File: src/rtl/xcvr_pkg.sv
package xcvr_pkg;
  localparam int unsigned XCVR_W = 8;

  typedef enum logic {
    DRV_A_SIDE = 1'b0,
    DRV_B_SIDE = 1'b1
  } drive_side_e;

  typedef enum logic {
    SRC_LIVE   = 1'b0,
    SRC_STORED = 1'b1
  } src_sel_e;
endpackage

File: src/rtl/xcvr_store_reg.sv
module xcvr_store_reg #(
  parameter int unsigned W = 8
) (
  input  logic         clk_i,
  input  logic         rst_ni,
  input  logic         cap_i,
  input  logic [W-1:0] d_i,
  output logic [W-1:0] q_o
);
  always_ff @(posedge clk_i or negedge rst_ni) begin
    if (!rst_ni)    q_o <= '0;
    else if (cap_i) q_o <= d_i;
  end
endmodule

File: src/rtl/xcvr_src_mux.sv
module xcvr_src_mux #(
  parameter int unsigned W = 8
) (
  input  logic         en_i,
  input  logic         sel_i,
  input  logic [W-1:0] live_i,
  input  logic [W-1:0] stored_i,
  output logic [W-1:0] q_o
);
  import xcvr_pkg::*;

  always_comb begin
    if (!en_i)                  q_o = '0;  // undriven side reads zero
    else if (sel_i == SRC_LIVE) q_o = live_i;
    else                        q_o = stored_i;
  end
endmodule

File: src/rtl/xcvr_drive_ctl.sv
module xcvr_drive_ctl (
  input  logic oe_ni,
  input  logic dir_i,
  output logic a_en_o,
  output logic b_en_o
);
  import xcvr_pkg::*;

  always_comb begin
    a_en_o = 1'b0;
    b_en_o = 1'b0;
    if (!oe_ni) begin
      if (dir_i == DRV_B_SIDE) b_en_o = 1'b1;
      else                     a_en_o = 1'b1;
    end
  end
endmodule

File: src/rtl/bus_xcvr_reg.sv
module bus_xcvr_reg #(
  parameter int unsigned W = xcvr_pkg::XCVR_W
) (
  input  logic         clk_i,
  input  logic         rst_ni,
  input  logic         oe_ni,
  input  logic         dir_i,
  input  logic         sel_ab_i,
  input  logic         sel_ba_i,
  input  logic         cap_a_i,
  input  logic         cap_b_i,
  input  logic [W-1:0] a_i,
  output logic [W-1:0] a_o,
  output logic         a_oe_o,
  input  logic [W-1:0] b_i,
  output logic [W-1:0] b_o,
  output logic         b_oe_o
);
  localparam int unsigned NDIR = 2;  // 0: A->B, 1: B->A

  logic [NDIR-1:0][W-1:0] src_bus, stored, dst_val;
  logic [NDIR-1:0]        cap, sel, dst_en;
  logic                   a_en, b_en;

  xcvr_drive_ctl u_ctl (
    .oe_ni (oe_ni),
    .dir_i (dir_i),
    .a_en_o(a_en),
    .b_en_o(b_en)
  );

  assign src_bus[0] = a_i;
  assign src_bus[1] = b_i;
  assign cap[0]     = cap_a_i;
  assign cap[1]     = cap_b_i;
  assign sel[0]     = sel_ab_i;
  assign sel[1]     = sel_ba_i;
  assign dst_en[0]  = b_en;
  assign dst_en[1]  = a_en;

  for (genvar d = 0; d < NDIR; d++) begin : g_dir
    xcvr_store_reg #(.W(W)) u_store (
      .clk_i (clk_i),
      .rst_ni(rst_ni),
      .cap_i (cap[d]),
      .d_i   (src_bus[d]),
      .q_o   (stored[d])
    );

    xcvr_src_mux #(.W(W)) u_mux (
      .en_i    (dst_en[d]),
      .sel_i   (sel[d]),
      .live_i  (src_bus[d]),
      .stored_i(stored[d]),
      .q_o     (dst_val[d])
    );
  end

  assign b_o    = dst_val[0];
  assign a_o    = dst_val[1];
  assign b_oe_o = b_en;
  assign a_oe_o = a_en;
endmodule

File: config.mk
export PLATFORM = sky130hd
export DESIGN_NAME = bus_xcvr_reg
export DESIGN_NICKNAME = d
export VERILOG_FILES = /design/src/rtl/xcvr_pkg.sv /design/src/rtl/xcvr_store_reg.sv /design/src/rtl/xcvr_src_mux.sv /design/src/rtl/xcvr_drive_ctl.sv /design/src/rtl/bus_xcvr_reg.sv
export SDC_FILE = /design/constraint.sdc
export NUM_CORES = 1
export LEC_CHECK = 0
export ABC_AREA = 1
export BUFFER_PORTS_ARGS = -buffer_cell sky130_fd_sc_hd__buf_2
export CAP_MARGIN = 25
export CORE_MARGIN = 3
export CORE_UTILIZATION = 40
export CTS_CLUSTER_SIZE = 8
export DETAILED_ROUTE_END_ITERATION = 8
export PLACE_DENSITY = 0.68
export REMOVE_ABC_BUFFERS = 1
export SYNTH_ARGS = -nofsm -noshare
export SYNTH_HDL_FRONTEND = slang
export SYNTH_HIERARCHICAL = 1
export SYNTH_SLANG_ARGS = --single-unit
File: constraint.sdc
create_clock -name clk_i -period 0.8 [get_ports clk_i]
set_input_delay 0.08 -clock clk_i [delete_from_list [all_inputs] [get_ports clk_i]]
set_output_delay 0.08 -clock clk_i [all_outputs]
set_load 0.005 [all_outputs]
After elaboration in Yosys (flattened, before gate mapping)
Cells that the tools add are included.
W data, S select, Z words.
Cells by class
  muxes and demuxes: 8
Operators with widths (number)
  $mux W8: 4
  $mux W1: 4
Word-level totals
  register bits: 16
  input port bits: 24
  output and inout port bits: 18

Logic depth before layout (Yosys ltp)
Gate-level depths: netlist of run 1.
  depth in word-level cells: 3
  depth in mapped cells: 5

Modules after synthesis
The synthesis of run 1 kept the hierarchy.
Modules (own cells, without submodules)
  xcvr_store_reg: times used 2, cells each 34, area an instance 305.3 µm²
  xcvr_src_mux: times used 2, cells each 43, area an instance 196.4 µm²
  xcvr_drive_ctl: times used 1, cells each 3, area an instance 13.8 µm²

Worst setup path after synthesis of run 1
No wires, ideal clock.
  kind: input port to output port
  start point: input port dir_i
  end point: output port a_o[0]
  arrival time: 575 ps
  path slack: 145 ps
  stages: 4
  path buffers: 1
  cell sequence: nor2_1 buf_8 nand2_1 nor2_1
On the way
  longest elaborated chain between the ends: 3
RTL lines
  start, declared: RTL line bus_xcvr_reg.sv:7  | input logic dir_i,
  $mux W1: RTL line xcvr_drive_ctl.sv:13  | if (dir_i == DRV_B_SIDE) b_en_o = 1'b1;
  $mux W1: RTL line xcvr_drive_ctl.sv:12  | if (!oe_ni) begin
  $mux W8: RTL line xcvr_src_mux.sv:13  | if (!en_i) q_o = '0;
  end, declared: RTL line bus_xcvr_reg.sv:13  | output logic [W-1:0] a_o,
No other way between the ends.

Worst setup path in the final report of run 1
  start point: register g_dir[1].u_store.q_o[7]
  end point: output port a_o[7]
On the way
  longest elaborated chain between the ends: 2
RTL lines
  start, declared: RTL line xcvr_store_reg.sv:8  | output logic [W-1:0] q_o
  start signal, assigned: RTL line xcvr_store_reg.sv:12  | else if (cap_i) q_o <= d_i;
  $mux W8: RTL line xcvr_src_mux.sv:14  | else if (sel_i == SRC_LIVE) q_o = live_i;
  $mux W8: RTL line xcvr_src_mux.sv:13
No other way between the ends.

==> results of run 1 <==
through the flow:
step	std cells	hold slack (ns)	power [mW]	utilization	area, um^2
finish	231	0.0110	1.87	0.547	1270
global placement	220	0.0116	1.31	0.504	1170
detailed placement	220	0.0187	1.32	0.504	1170
global route	231	0.00280	2.01	0.547	1270
CTS	228	0.00101	1.88	0.534	1240
floorplan	149	-0.216	1.12	-	912
final cells by class:
type / count / area [um^2]
fillers: 229 / 1050
flip-flops and latches: 16 / 400
well taps: 28 / 35.0
inverters: 19 / 71.3
multi-input cells: 114 / 443
clock buffers: 4 / 36.3
repair buffers: 50 / 283
synth_stat cells, drive strengths merged:
library cell / n / share of area
buf: 8 / 0.10
inv: 19 / 0.070
dfrtp: 16 / 0.39
nand2: 80 / 0.31
nor2: 34 / 0.13
timing repair:
action,in CTS,in global routing
endpoints found under the hold margin,17,2
resized for setup,0,1
setup buffers,2,1
hold buffers,2,2
endpoints found under the setup margin,16,16
pin swaps,0,2
path summary, 6_finish.rpt:
check	from	endpoint	slack [ns]
max reg2reg	g_dir[1].u_store/q_o[5]	g_dir[1].u_store/q_o[5]	0.06
min reg2reg	g_dir[0].u_store/q_o[5]	g_dir[0].u_store/q_o[5]	0.48
max	g_dir[1].u_store/q_o[7]	a_o[7]	-0.27
min	b_i[4]	g_dir[1].u_store/q_o[4]	0.01
min in group asynchronous	rst_ni	g_dir[0].u_store/q_o[3]	0.24
max in group asynchronous	rst_ni	g_dir[0].u_store/q_o[5]	0.29
worst max-delay path, stage by stage, from the launching register on:
cell	delay [ns]
dfrtp_1	0.39
inv_1	0.05
nand2_1	0.04
nand2_1	0.07
nor2_1	0.04
buf_2	0.12
metal layers:
| layer | GRT usage | wire, um | part of all wire |
|---|---|---|---|
| met4 | 0.0407 | 11 | 0.0052 |
| met3 | 0.0299 | 167 | 0.079 |
| met1 | 0.181 | 983 | 0.46 |
| met2 | 0.208 | 955 | 0.45 |
| met5 | 0 | 0 | 0 |
cells in the final DEF, fill, tap and decap left out, drive strengths merged:
cell,netlist,layout
nand2,80,80
nor2,34,34
dlygate4sd3,0,4
buf,8,46
inv,19,19
clkbuf,0,4
dfrtp,16,16
power breakdown:
group          internal (mW)  switching, mW  total (mW)
Clock                  0.277          0.253       0.529
Combinational          0.190          0.232       0.422
Sequential             0.879         0.0355       0.915
logic make-up (layout without fill, tap and decap cells):
group | after synthesis | count (layout)
buffers and inverters | 27 | 73
DFF | 16 | 16
and+or+nand+nor | 114 | 114
==> flow_metrics.env, run 1 <==
export IMPL_nets=228
export IMPL_grt_pass1_vias=789
export IMPL_critPathRequiredTime_ns=0.72
export IMPL_setup_ws_ns=-0.274
export IMPL_fp_dieW_um=56.4
export IMPL_synthToLayoutAreaGrowth_pct=24.7
export IMPL_wirelength_um=2120
export IMPL_cts_buffers=3
export IMPL_antenna_found_initial=0
export IMPL_avgSynthCellArea_um2=6.48
export IMPL_hold_path_cell_count=3
export IMPL_clk_pin_slew_worst_paths_ns=0.10
export IMPL_leakage_nw=0.808
export IMPL_synthAdderAreaFrac=0
export IMPL_reg_largest_list="g_dir.u_store/q_o: 16 flops"
export IMPL_slew_violations=0
export IMPL_critPathArrivalTime_ns=0.99
export IMPL_worst_slew_pin_transition_ns=0.370
export IMPL_ys_ff_latch=16
export IMPL_design_die_area_um2=3180
export IMPL_core_um2=2320
export IMPL_r2r_cells=3
export IMPL_clock_latency_ns=0.28
export IMPL_clkSinkCount=16
export IMPL_ys_types=9
export IMPL_max_freq_mhz=931
export IMPL_min_period_over_period=1.34
export IMPL_largest_reg_flops=16
export IMPL_path_max_fanout=2
export IMPL_largest_register="g_dir.u_store/q_o"
export IMPL_gp_congestion=0.776
export IMPL_hp_class="input pin to flip-flop"
export IMPL_grt_ovfl_total=0
export IMPL_setup_viol=16
export IMPL_start_kind="flip-flop"
export IMPL_pin_count=42
export IMPL_synthCells=157
export IMPL_ys_warn_count=6
export IMPL_io_buffers=41
export IMPL_num_vias=977
export IMPL_synth_top_family_by_area="simple AND/OR/NAND/NOR gates"
export IMPL_drv_cap=0
export IMPL_synth_xor_area_frac=0
export IMPL_fin_tns_setup_ns=-4.08
export IMPL_viasPerCell=4.23
export IMPL_first_pass_iters=4
export IMPL_grt_max_degree=17
export IMPL_dpl_worst_slack_ns=0.0178
export IMPL_slew_headroom=0.753
export IMPL_clock_skew_ns=0
export IMPL_yosys_area_share_simple=0.433
export IMPL_ant_nets=0
export IMPL_hold_viol_final=0
export IMPL_fp_row_count=17
export IMPL_grt_pass1_wl_um=3440
export IMPL_finalCriticalPeriod_ns=1.07
export IMPL_p_per_area_nw_per_um2=1470
export IMPL_cts_root_buf="clkbuf_4"
export IMPL_antennaDiodeCount=0
export IMPL_critPathKind="flip-flop to primary output"
export IMPL_cts_max_level=1
export IMPL_ir_drop_v=0.000718
export IMPL_violations="negative setup slack"
export IMPL_dp_hpwl_um=1520
export IMPL_status="finished, violations left"
export IMPL_netlist_area_um2=1020
export IMPL_rsz0062_at_grt="yes"
export IMPL_clk_path_buf_depth=2
export IMPL_layout_drive_gt1_share=0.286
export IMPL_start_util=0.439
export IMPL_yosysSeqAreaShare=0.394
export IMPL_grt_usage=0.133
export IMPL_dr_first_iter_drc_count=26
export IMPL_synth_mux_area_frac=0
export IMPL_die_y_um=56.4
export IMPL_synth_compound_area_share=0
export IMPL_drc=0
export IMPL_cts_tree="built"
export IMPL_end_kind="primary output"
export IMPL_route_detailed_wl_per_inst_um=9.17
Note: power is estimated with default switching activity, not from simulation.
==> run 2, diff against run 1 <==
BUFFER_PORTS_ARGS = -buffer_cell sky130_fd_sc_hd__buf_4   (was -buffer_cell sky130_fd_sc_hd__buf_2)
SETUP_SLACK_MARGIN = 0.15   (was not set)
==> flow_metrics.env, run 2 (synthesis gave the netlist of run 1 again) <==
export IMPL_crit_path_end="b_o[3]"
export IMPL_min_period_over_period=1.36
export IMPL_wirelength_um=2300
export IMPL_core_um2=2320
export IMPL_reg_largest_list="g_dir.u_store/q_o: 16 flops"
export IMPL_critPathRequiredTime_ns=0.72
export IMPL_p_switching_mw=0.549
export IMPL_clkSinkCount=16
export IMPL_setup_viol=16
export IMPL_placed_cells=220
export IMPL_final_cell_mix="nand2_1 (73), buf_4 (41), nor2_1 (30), inv_1 (16), dfrtp_1 (16)"
export IMPL_largest_register="g_dir.u_store/q_o"
export IMPL_crit_cells=5
export IMPL_hold_viol_final=0
export IMPL_intPower_mw=1.42
export IMPL_grt_max_degree=17
export IMPL_pin_count=42
export IMPL_p_per_area_nw_per_um2=1390
export IMPL_cts_root_buf="clkbuf_4"
export IMPL_worst_slew_pin_transition_ns=0.213
export IMPL_r2r_end="g_dir[0].u_store/q_o[3]"
export IMPL_cts_max_level=1
export IMPL_finish_cell_count_without_fillers=231
export IMPL_rrSetupSlack_ns=0.08
export IMPL_design_die_area_um2=3180
export IMPL_max_freq_mhz=916
export IMPL_finalCriticalPeriod_ns=1.09
export IMPL_dp_hpwl_um=1600
export IMPL_r2r_start="g_dir[0].u_store/q_o[3]"
export IMPL_switching_share=0.279
export IMPL_clock_latency_ns=0.28
export IMPL_ant_nets=0
export IMPL_cts_hold_buf=2
export IMPL_crit_top_cell="nand2_1"
export IMPL_first_pass_iters=4
export IMPL_gp_congestion=0.762
export IMPL_hp_class="input pin to flip-flop"
export IMPL_grt_usage=0.149
export IMPL_fp_dieW_um=56.4
export IMPL_cts_buffers=3
export IMPL_fin_util=0.612
export IMPL_start_kind="flip-flop"
export IMPL_path_max_fanout=2
export IMPL_worst_path_largest_cell_delay_ns=0.36
export IMPL_dr_first_iter_drc_count=28
export IMPL_p_seq_frac=0.465
export IMPL_grt_pass1_wl_um=3850
export IMPL_p_comb_frac=0.261
export IMPL_route_detailed_wl_per_inst_um=9.96
export IMPL_critical_path_cell_chain="inv_1, nand2_1, nand2_1, nor2_1, buf_4"
export IMPL_grt_pass1_vias=903
export IMPL_start_util=0.439
export IMPL_io_buffers=41
export IMPL_fillers=220
export IMPL_clock_skew_ns=0
export IMPL_antenna_found_initial=0
export IMPL_slew_headroom=0.858
export IMPL_placed_cell_area_um2=1270
export IMPL_clk_path_buf_depth=2
export IMPL_clock_power_share=0.274
export IMPL_fp_row_count=17
export IMPL_nets=228
export IMPL_largest_reg_flops=16
export IMPL_clk_pin_slew_worst_paths_ns=0.10
export IMPL_rsz0062_at_grt="yes"
export IMPL_num_vias=1005
export IMPL_startpoint="g_dir[0].u_store/q_o[3]"
export IMPL_drc=0
export IMPL_synthToLayoutAreaGrowth_pct=39.5
export IMPL_drv_cap=0
export IMPL_fin_area_um2=1420
export IMPL_finalPower_mw=1.97
export IMPL_viasPerCell=4.35
export IMPL_mostFrequentLayoutCell="nand2_1"
export IMPL_grt_ovfl_total=0
export IMPL_die_y_um=56.4
export IMPL_layout_drive_gt1_share=0.325
export IMPL_cp_top_family="flip-flops"
export IMPL_ir_drop_v=0.000765
export IMPL_path_buf_inv=2
export IMPL_status="finished, violations left"
export IMPL_critPathArrivalTime_ns=1.01
export IMPL_slowest_stage="dfrtp_1"
export IMPL_slew_violations=0
export IMPL_r2r_cells=3
export IMPL_setup_ws_ns=-0.292
export IMPL_antennaDiodeCount=0
export IMPL_dpl_worst_slack_ns=-0.0189
export IMPL_critPathKind="flip-flop to primary output"
export IMPL_end_kind="primary output"
export IMPL_cts_tree="built"
export IMPL_leakage_nw=0.843
export IMPL_violations="negative setup slack"
==> run 2: changes by cell type in the layout (fill, tap and decap cells not counted), sizes merged <==
cell | before | now
buf | 46 | 48
dlygate4sd3 | 4 | 2
==> run 2: area by class of cell <==
class                   count  area (um^2)  area share
flip-flops and latches     16          400       0.282
well taps                  28         35.0      0.0247
repair buffers             50          410       0.289
inverters                  19         71.3      0.0503
clock buffers               4         36.3      0.0256
multi-input cells         114          465       0.328
==> run 2: what timing repair did <==
action	CTS	global route
gates cloned	1	1
pin swaps	1	4
resized for setup	10	9
setup buffers	1	2
endpoints found under the hold margin	28	1
setup endpoints to repair	18	21
==> run 2: power groups by stage <==
stage          Combinational, mW  Clock (mW)  Sequential (mW)
2_1_floorplan              0.197           0            0.923
3_3_place_gp               0.441           0            0.928
3_5_place_dp               0.450           0            0.931
4_1_cts                    0.486       0.556            0.915
5_1_grt                    0.584       0.583            0.923
6_report                   0.513       0.539            0.915
==> run 2: how the worst min path moves through the flow <==
| stage | startpoint | endpoint | slack [ns] | depth (start not counted) |
|---|---|---|---|---|
| 6_report | b_i[3] | g_dir[1].u_store/q_o[3] | 0.0002 | 3 |
| 5_1_grt | b_i[3] | g_dir[1].u_store/q_o[3] | -0.002 | 3 |
| 4_1_cts | b_i[7] | g_dir[1].u_store/q_o[7] | -0.009 | 3 |
| 3_5_place_dp | rst_ni | g_dir[0].u_store/q_o[6] | -0.04 | 1 |
| 3_3_place_gp | rst_ni | g_dir[0].u_store/q_o[6] | -0.05 | 1 |
| 2_1_floorplan | rst_ni | g_dir[0].u_store/q_o[0] | -0.22 | 0 |
==> run 2: worst register-to-register path: stages, from the launching register on <==
cell,delay (ns)
dfrtp_1,0.39
buf_4,0.14
nand2_2,0.05
nand2_1,0.04
==> run 2: metrics by stage <==
stage	hold slack (ns)	TNS, ns
2_1_floorplan	-0.216	0
3_3_place_gp	-0.0479	0
3_5_place_dp	-0.0449	-0.0257
4_1_cts	-0.00933	-4.49
5_1_grt	-0.00204	-5.49
6_report	0.000224	-4.31
==> run 2: routing by layer <==
layer,vias up,wire [um],GRT usage
li1,539,-,-
met5,-,0,0
met3,0,152,0.0253
met1,436,1030,0.187
met2,30,1120,0.256
met4,0,0,0.0508
